`config.mk`:
```
export PLATFORM = sky130hd
export DESIGN_NAME = usb_htx_ep_ctrl
export DESIGN_NICKNAME = d
export VERILOG_FILES = /design/src/rtl/htx_ep_pkg.sv /design/src/rtl/htx_fifo_track.sv /design/src/rtl/htx_event_ctr.sv /design/src/rtl/usb_htx_ep_ctrl.sv
export SDC_FILE = /design/constraint.sdc
export NUM_CORES = 1
export LEC_CHECK = 0
export BUFFER_PORTS_ARGS = -buffer_cell sky130_fd_sc_hd__buf_2
export CAP_MARGIN = 20
export CELL_PAD_IN_SITES_DETAIL_PLACEMENT = 1
export CELL_PAD_IN_SITES_GLOBAL_PLACEMENT = 2
export CORE_MARGIN = 1
export CORE_UTILIZATION = 34
export CTS_BUF_LIST = sky130_fd_sc_hd__clkbuf_16
export CTS_CLUSTER_DIAMETER = 50
export DETAILED_ROUTE_END_ITERATION = 16
export MAX_ROUTING_LAYER = met4
export PLACE_DENSITY_LB_ADDON = 0.1
export SYNTH_ARGS = -nofsm -noshare
export SYNTH_HDL_FRONTEND = slang
export SYNTH_SLANG_ARGS = --single-unit
```
`constraint.sdc`:
```
create_clock -name clk -period 3.52 [get_ports clk]
set_clock_uncertainty 0.05 [all_clocks]
set_input_delay 0.704 -clock clk [delete_from_list [all_inputs] [get_ports clk]]
set_output_delay 0.704 -clock clk [all_outputs]
set_load 0.005 [all_outputs]
```
`src/rtl/htx_ep_pkg.sv`:
```
package htx_ep_pkg;
   localparam int B_RDY   = 0;
   localparam int B_NEMP  = 1;
   localparam int B_ERR   = 2;
   localparam int B_FLUSH = 3;
   localparam int B_SETUP = 4;
   localparam int B_STALL = 5;
   localparam int B_CLRT  = 6;
   localparam int B_NAKTO = 7;

   typedef enum logic [1:0] {
      EP_CTRL = 2'b00,
      EP_ISO  = 2'b01,
      EP_BULK = 2'b10,
      EP_INTR = 2'b11
   } ep_kind_e;
endpackage

```
`src/rtl/htx_fifo_track.sv`:
```
module htx_fifo_track #(
   parameter  int DEPTH = 2,
   localparam int CW    = $clog2(DEPTH + 1)
) (
   input  logic          clk,
   input  logic          rst_n,
   input  logic          commit,
   input  logic          drop_one,
   input  logic          drop_all,
   output logic [CW-1:0] count,
   output logic          full
);
   initial begin
      if (DEPTH < 1) $error("htx_fifo_track: DEPTH must be at least 1");
   end

   always_ff @(posedge clk) begin
      if (!rst_n)
         count <= '0;
      else if (drop_all)
         count <= '0;
      else if (commit && !drop_one && !full)
         count <= count + 1'b1;
      else if (drop_one && !commit && count != '0)
         count <= count - 1'b1;
   end

   assign full = (int'(count) == DEPTH);

   p_no_overflow_r2: assert property (@(posedge clk) disable iff (!rst_n)
      int'(count) <= DEPTH);
   p_drop_all_r8: assert property (@(posedge clk) disable iff (!rst_n)
      drop_all |=> (count == '0));
endmodule

```
`src/rtl/htx_event_ctr.sv`:
```
module htx_event_ctr #(
   parameter int W = 4
) (
   input  logic         clk,
   input  logic         rst_n,
   input  logic         clr,
   input  logic         inc,
   output logic [W-1:0] count
);
   initial begin
      if (W < 1) $error("htx_event_ctr: W must be at least 1");
   end

   always_ff @(posedge clk) begin
      if (!rst_n || clr)
         count <= '0;
      else if (inc && count != '1)
         count <= count + 1'b1;
   end

   p_sat_r10: assert property (@(posedge clk) disable iff (!rst_n)
      (count == '1 && !clr) |=> (count == '1));
endmodule

```
`src/rtl/usb_htx_ep_ctrl.sv`:
```
module usb_htx_ep_ctrl
   import htx_ep_pkg::*;
#(
   parameter  int DEPTH      = 2,
   parameter  int MAX_TRIES  = 3,
   parameter  int NAK_W      = 8,
   parameter  bit HAS_NAK_TO = 1'b1,
   localparam int CW         = $clog2(DEPTH + 1),
   localparam int RTY_W      = $clog2(MAX_TRIES + 1)
) (
   input  logic             clk,
   input  logic             rst_n,
   input  logic             reg_wr,
   input  logic [7:0]       reg_wdata,
   output logic [7:0]       reg_rdata,
   input  logic [1:0]       ep_type,
   input  logic [NAK_W-1:0] nak_limit,
   input  logic             hs_ack,
   input  logic             hs_nak,
   input  logic             hs_stall,
   input  logic             hs_timeout,
   output logic             tok_req,
   output logic             tok_setup,
   output logic             tok_toggle,
   output logic             ep_int,
   output logic             dma_stop
);
   initial begin
      if (MAX_TRIES < 1) $error("usb_htx_ep_ctrl: MAX_TRIES must be at least 1");
      if (NAK_W < 1)     $error("usb_htx_ep_ctrl: NAK_W must be at least 1");
   end

   logic             rdy_q, dt_q, setup_q, nakto_q, stalled_q, err_q;
   logic             rdy_n, dt_n, setup_n, nakto_n, stalled_n, err_n;
   logic             int_n, dma_n;
   logic             commit, drop_one, drop_all;
   logic             rty_clr, rty_inc, nak_clr, nak_inc;
   logic [CW-1:0]    pkt_cnt;
   logic             pkt_full;
   logic [RTY_W-1:0] rty_cnt;
   logic [NAK_W-1:0] nak_cnt;
   logic             halted, retry_kind, nak_kind;

   htx_fifo_track #(.DEPTH(DEPTH)) u_fifo (
      .clk(clk), .rst_n(rst_n), .commit(commit), .drop_one(drop_one),
      .drop_all(drop_all), .count(pkt_cnt), .full(pkt_full)
   );

   htx_event_ctr #(.W(RTY_W)) u_retry (
      .clk(clk), .rst_n(rst_n), .clr(rty_clr), .inc(rty_inc), .count(rty_cnt)
   );

   generate
      if (HAS_NAK_TO) begin : g_nak
         htx_event_ctr #(.W(NAK_W)) u_nak (
            .clk(clk), .rst_n(rst_n), .clr(nak_clr), .inc(nak_inc), .count(nak_cnt)
         );
      end else begin : g_no_nak
         assign nak_cnt = '0;
      end
   endgenerate

   assign halted     = nakto_q | stalled_q | err_q;
   assign tok_req    = (pkt_cnt != '0) && !halted;
   assign retry_kind = (ep_type == EP_BULK) || (ep_type == EP_INTR);
   assign nak_kind   = HAS_NAK_TO && (ep_type == EP_BULK) && (nak_limit != '0);

   always_comb begin
      rdy_n     = rdy_q;
      dt_n      = dt_q;
      setup_n   = setup_q;
      nakto_n   = nakto_q;
      stalled_n = stalled_q;
      err_n     = err_q;
      int_n     = 1'b0;
      dma_n     = 1'b0;
      commit    = 1'b0;
      drop_one  = 1'b0;
      drop_all  = 1'b0;
      rty_clr   = 1'b0;
      rty_inc   = 1'b0;
      nak_clr   = 1'b0;
      nak_inc   = 1'b0;

      if (reg_wr) begin
         nakto_n   = nakto_q   & reg_wdata[B_NAKTO];
         stalled_n = stalled_q & reg_wdata[B_STALL];
         err_n     = err_q     & reg_wdata[B_ERR];
         nak_clr   = nakto_q & !reg_wdata[B_NAKTO];
         rty_clr   = err_q   & !reg_wdata[B_ERR];
         setup_n   = reg_wdata[B_SETUP];
         if (reg_wdata[B_CLRT] || reg_wdata[B_SETUP])
            dt_n = 1'b0;
         if (reg_wdata[B_FLUSH]) begin
            rdy_n    = 1'b0;
            int_n    = 1'b1;
            rty_clr  = 1'b1;
            nak_clr  = 1'b1;
            drop_one = !reg_wdata[B_RDY];
         end else if (reg_wdata[B_RDY] && !pkt_full) begin
            commit = 1'b1;
            rdy_n  = (int'(pkt_cnt) + 1 == DEPTH);
         end
      end

      if (tok_req) begin
         if (hs_stall) begin
            stalled_n = 1'b1;
            drop_all  = 1'b1;
            rdy_n     = 1'b0;
            dma_n     = 1'b1;
            rty_clr   = 1'b1;
            nak_clr   = 1'b1;
         end else if (hs_ack) begin
            drop_one = 1'b1;
            rdy_n    = 1'b0;
            dt_n     = ~dt_n;
            int_n    = 1'b1;
            rty_clr  = 1'b1;
            nak_clr  = 1'b1;
         end else if (hs_nak && nak_kind) begin
            nak_inc = 1'b1;
            if ({1'b0, nak_cnt} + 1'b1 >= {1'b0, nak_limit})
               nakto_n = 1'b1;
         end else if (hs_timeout && retry_kind) begin
            if (int'(rty_cnt) + 1 >= MAX_TRIES) begin
               err_n    = 1'b1;
               drop_all = 1'b1;
               rdy_n    = 1'b0;
               int_n    = 1'b1;
               rty_clr  = 1'b1;
            end else begin
               rty_inc = 1'b1;
            end
         end
      end
   end

   always_ff @(posedge clk) begin
      if (!rst_n) begin
         rdy_q     <= 1'b0;
         dt_q      <= 1'b0;
         setup_q   <= 1'b0;
         nakto_q   <= 1'b0;
         stalled_q <= 1'b0;
         err_q     <= 1'b0;
         ep_int    <= 1'b0;
         dma_stop  <= 1'b0;
      end else begin
         rdy_q     <= rdy_n;
         dt_q      <= dt_n;
         setup_q   <= setup_n;
         nakto_q   <= nakto_n;
         stalled_q <= stalled_n;
         err_q     <= err_n;
         ep_int    <= int_n;
         dma_stop  <= dma_n;
      end
   end

   always_comb begin
      reg_rdata          = '0;
      reg_rdata[B_RDY]   = rdy_q;
      reg_rdata[B_NEMP]  = (pkt_cnt != '0);
      reg_rdata[B_ERR]   = err_q;
      reg_rdata[B_SETUP] = setup_q;
      reg_rdata[B_STALL] = stalled_q;
      reg_rdata[B_NAKTO] = nakto_q;
   end

   assign tok_setup  = setup_q;
   assign tok_toggle = dt_q;

   p_txrdy_full_r2: assert property (@(posedge clk) disable iff (!rst_n)
      rdy_q |-> pkt_full);
   p_ack_int_r4: assert property (@(posedge clk) disable iff (!rst_n)
      (tok_req && hs_ack) |=> ep_int);
   p_ack_flip_r4: assert property (@(posedge clk) disable iff (!rst_n)
      (tok_req && hs_ack && !reg_wr) |=> (tok_toggle != $past(tok_toggle)));
   p_err_empty_r7: assert property (@(posedge clk) disable iff (!rst_n)
      $rose(err_q) |-> (pkt_cnt == '0));
   p_stall_r8: assert property (@(posedge clk) disable iff (!rst_n)
      (tok_req && hs_stall) |=> (dma_stop && stalled_q && !rdy_q));
   p_dma_pulse_r8: assert property (@(posedge clk) disable iff (!rst_n)
      dma_stop |=> !dma_stop);
   p_idle_ignore_r11: assert property (@(posedge clk) disable iff (!rst_n)
      (!tok_req && !reg_wr) |=> $stable(reg_rdata));
endmodule

```
==> reports/results.md <==
| Stage | Quantity | Value |
|---|---|---|
| outcome | Run status | finished clean |
| global routing | Pin count of the biggest net entering global routing | 13 |
| sta | Setup-failing EPs final | 0 |
| clock tree | Post-CTS Hold Buffers | 0 |
| power and ir drop | Leakage power | 0.7808 nW |
| global routing | Initial antenna violation count | 0 |
| clock tree | Post-CTS setup-driven buffer insertion count | 0 |
| synth | Post-synth EDFFs | 0 |
| synth | Gate count after technology mapping | 174 |
| clock tree | Master cell of the clock root buffer | clkbuf_16 |
| critical path | Reg-to-Reg End | nakto_q |
| global routing | Vias in the first global route | 1,380 |
| final layout | Antenna diode count | 0 |
| critical path | Flop2flop setup slack | 1.12 ns |
| sta | Setup ws final | 1.119 ns |
| sta | Final Hold Slack | 0.4371 ns |
| power and ir drop | Maximum vdd ir drop | 0.1931 mV |
| critical path | CP arrival | 2.53 ns |
| final layout | Share of final-layout standard cells stronger than drive strength 1 | 30.05% |
| critical path | Termination of the worst setup path | nakto_q |
| critical path | Startpoint kind of the worst setup timing path | flop |
| final layout | Fraction of the core area covered by cells at the end of the flow | 41.58% |
| synth | Portion of synthesized cell area occupied by the leading cell type | 25.91% |
| floorplanning | Area enclosed by the die boundary | 4818 sq um |
| route | Starting DRC count in detailed routing | 36 |
| placement | Final estimated routing congestion in global placement | 0.7915 |
| floorplanning | Die outline height | 69.42 microns |
| sta | Final period demand of the worst path | 2.401 ns |
| clock tree | Count of clock tree sinks | 20 |
| sta | Unrepaired setup endpoints after global routing | false |
| route | Remaining routing DRC violations | 0 |
| final layout | Multi-input gate area | 1028 sq um |
| floorplanning | Std-Cell Rows | 24 |
| synth | Mapped Avg Cell Area | 8.881 sq um |
| synth | Share of synthesized area occupied by flip-flops and latches | 25.91% |
| synth | Count of yosys warnings during synthesis | 0 |
| sta | Portion of the clock cycle consumed by the worst path in the final layout | 68.22% |
| clock tree | H-tree depth reported by CTS | 1 |
| placement | DP HPWL | 2950 microns |
| final layout | Register Area | 400.4 sq um |
| worst hold path | Worst hold path class | reg2reg |
| critical path | Largest fanout on the critical path | 4 |
| synth | Dominant register cell in the synthesized netlist | dfxtp_1 |
| critical path | Reg2Reg Launch Point | g_nak.u_nak.count[0] |
| clock tree | Buffer depth of the longest clock path | 2 |
| sta | Fin. Hold Viols | 0 |
| critical path | Depth of the worst register-to-register path | 8 |
| global routing | Overall routing resource usage | 17.28% |
| critical path | Required time at the endpoint of the critical path | 3.65 ns |
| placement | Placement Setup Slack | 1.110 ns |
| floorplanning | Area of the core | 4354 sq um |
| critical path | Kind of end point of the critical path | flop |
| placement | Count of buffers inserted at the top-level ports | 34 |
| final layout | Number of fill cells | 520 |
| global routing | Global-route wire length before repair | 6568 microns |
| critical path | Type of the worst setup path | reg2reg |
| flow run | Count of maximum capacitance violations | 0 |
| route | Routed via count divided by cell count | 5.102 |
| clock tree | TritonCTS clock tree | yes |
| synth | Top post-synthesis cells by area | dfxtp_1, ha_1, xnor2_1 |
| synth | Fraction of registers with async set/reset | 0% |
| route | Average wire per cell in the routed design | 14.41 microns |
| floorplanning | Count of boundary I/O pins | 38 |
| sta | Pins over their slew limit | 0 |
| critical path | Worst setup startpoint | g_nak.u_nak.count[0] |
| power and ir drop | Power density normalized to cell area | 341.1 nW/um^2 |
| floorplanning | Starting utilization of the core area | 35.49% |
| global routing | Aggregate global routing overflow | 0 |
| worst hold path | Cell depth of the worst hold path | 2 |
| final layout | Total Nets Final | 241 |
| synth | Top cell type by total area after synthesis | dfxtp_1 |
| clock tree | Number of clock buffers inserted by TritonCTS | 3 |
| synth | Mapped cell area | 1545 sq um |
| clock tree | Worst-path clk slew | 0.06 ns |
| sta | Max Freq | 0.4164 GHz |
| floorplanning | Horiz. Die Dim | 69.42 microns |
| route | Routed wire length | 3675 microns |
| clock tree | Number of resized instances in the post-cts repair step | 0 |
| synth | Number of synthesized register bits | 20 |
| clock tree | Clock latency on the worst-skew pair | 0.25 ns |
| final layout | Layout area overhead | 17.17% |
| route | Drt first pass iters | 4 |
| synth | Count of distinct cell types in the synthesized netlist | 52 |
| sta | Setup TNS after final layout | 0 ns |
| route | Via count of the routed design | 1,301 |
| route | Routed Antenna Nets | 0 |
cell usage after synthesis (2+ instances only):
cell       n
dfxtp_1   20
nor2_1    14
nand2_1   13
ha_1      12
inv_1     11
o21ai_0   10
xnor2_1   10
buf_4      7
and2_1     5
nor3_1     5
a21oi_1    4
nor2b_1    4
mux2i_1    3
nand3_1    3
nor3_2     3
or2_4      3
xor2_1     3
a31oi_1    2
buf_6      2
nand3_2    2
nand3b_1   2
nor4_1     2
nor4_2     2
nor4b_2    2
o211ai_1   2
or3_1      2
logic make-up after synthesis:
group                    Yosys count  synth area share [%]
AND/OR/NAND/NOR                   73                 32.07
AO/OA/AOI/OAI                     31                 14.98
buffers and inverters             21                 7.773
flip-flops                        20                 25.91
XOR/XNOR                          13                 7.368
adder cells (fa/ha/maj)           12                 9.716
multiplexers                       3                 1.943
other                              1                0.2427
cell type report:
class	count	area share [%]
multi-input combinational	134	56.81
clock buffer	3	4.147
clock inverter	1	1.659
sequential	20	22.11
inverter	11	2.281
timing repair buffer	34	9.399
tap	52	3.594
state kept, by name, summed over array words and instances, names as in the netlist:
register / count
g_nak.u_nak.count: 8
u_retry.count: 2
u_fifo.count: 2
ep_int: 1
rdy_q: 1
stalled_q: 1
dma_stop: 1
tok_setup: 1
err_q: 1
tok_toggle: 1
nakto_q: 1
cells in the final DEF, fill, tap and decap left out, types with 4 or more instances in the layout:
cell type,instances
buf_2,34
dfxtp_1,20
nor2_1,14
nand2_1,13
ha_1,12
inv_1,11
xnor2_1,10
o21ai_0,10
nor3_1,5
and2_1,5
a21oi_1,4
nor2b_1,4
report_power, final:
| group | switching [W] | leakage (nW) | internal (W) |
|---|---|---|---|
| combinational | 0.0000381 | 0.568 | 0.0000311 |
| clock | 0.0000902 | 0.0511 | 0.000226 |
| sequential | 0.00000297 | 0.162 | 0.000229 |
worst min path at each step:
| stage | from | endpoint | slack (ns) |
|---|---|---|---|
| final | rdy_q | rdy_q | 0.44 |
| after global routing | rdy_q | rdy_q | 0.47 |
| after CTS | rdy_q | rdy_q | 0.44 |
| after detailed placement | rdy_q | rdy_q | 0.44 |
| after global placement | rdy_q | rdy_q | 0.41 |
| after floorplan | rdy_q | rdy_q | 0.40 |
routing by layer:
metal | global-route usage, % | vias to the layer above | wire length, microns | part of all wire [%]
met4 | 3.401 | 0 | 25 | 0.68
li1 | - | 660 | - | -
met3 | 3.198 | 2 | 124 | 3.4
met1 | 20.47 | 613 | 1692 | 46
met5 | - | - | 0 | 0
met2 | 30.53 | 26 | 1832 | 50
per-stage QoR:
stage           power, W  instances  cell area, sq um
2_1_floorplan  0.0002809        175              1549
3_3_place_gp   0.0003053        251              1705
3_5_place_dp   0.0003075        251              1705
4_1_cts        0.0006262        255              1810
5_1_grt        0.0006451        255              1810
6_report       0.0006175        255              1810
critical path, cell delays in order (launching register included):
cell	delay [ns]
dfxtp_1	0.40
ha_1	0.24
nand3_1	0.24
nor2_1	0.32
xor2_1	0.12
ha_1	0.30
o2111ai_1	0.10
or3_1	0.38
a31oi_1	0.18
Power figures use the tool's default switching activity.
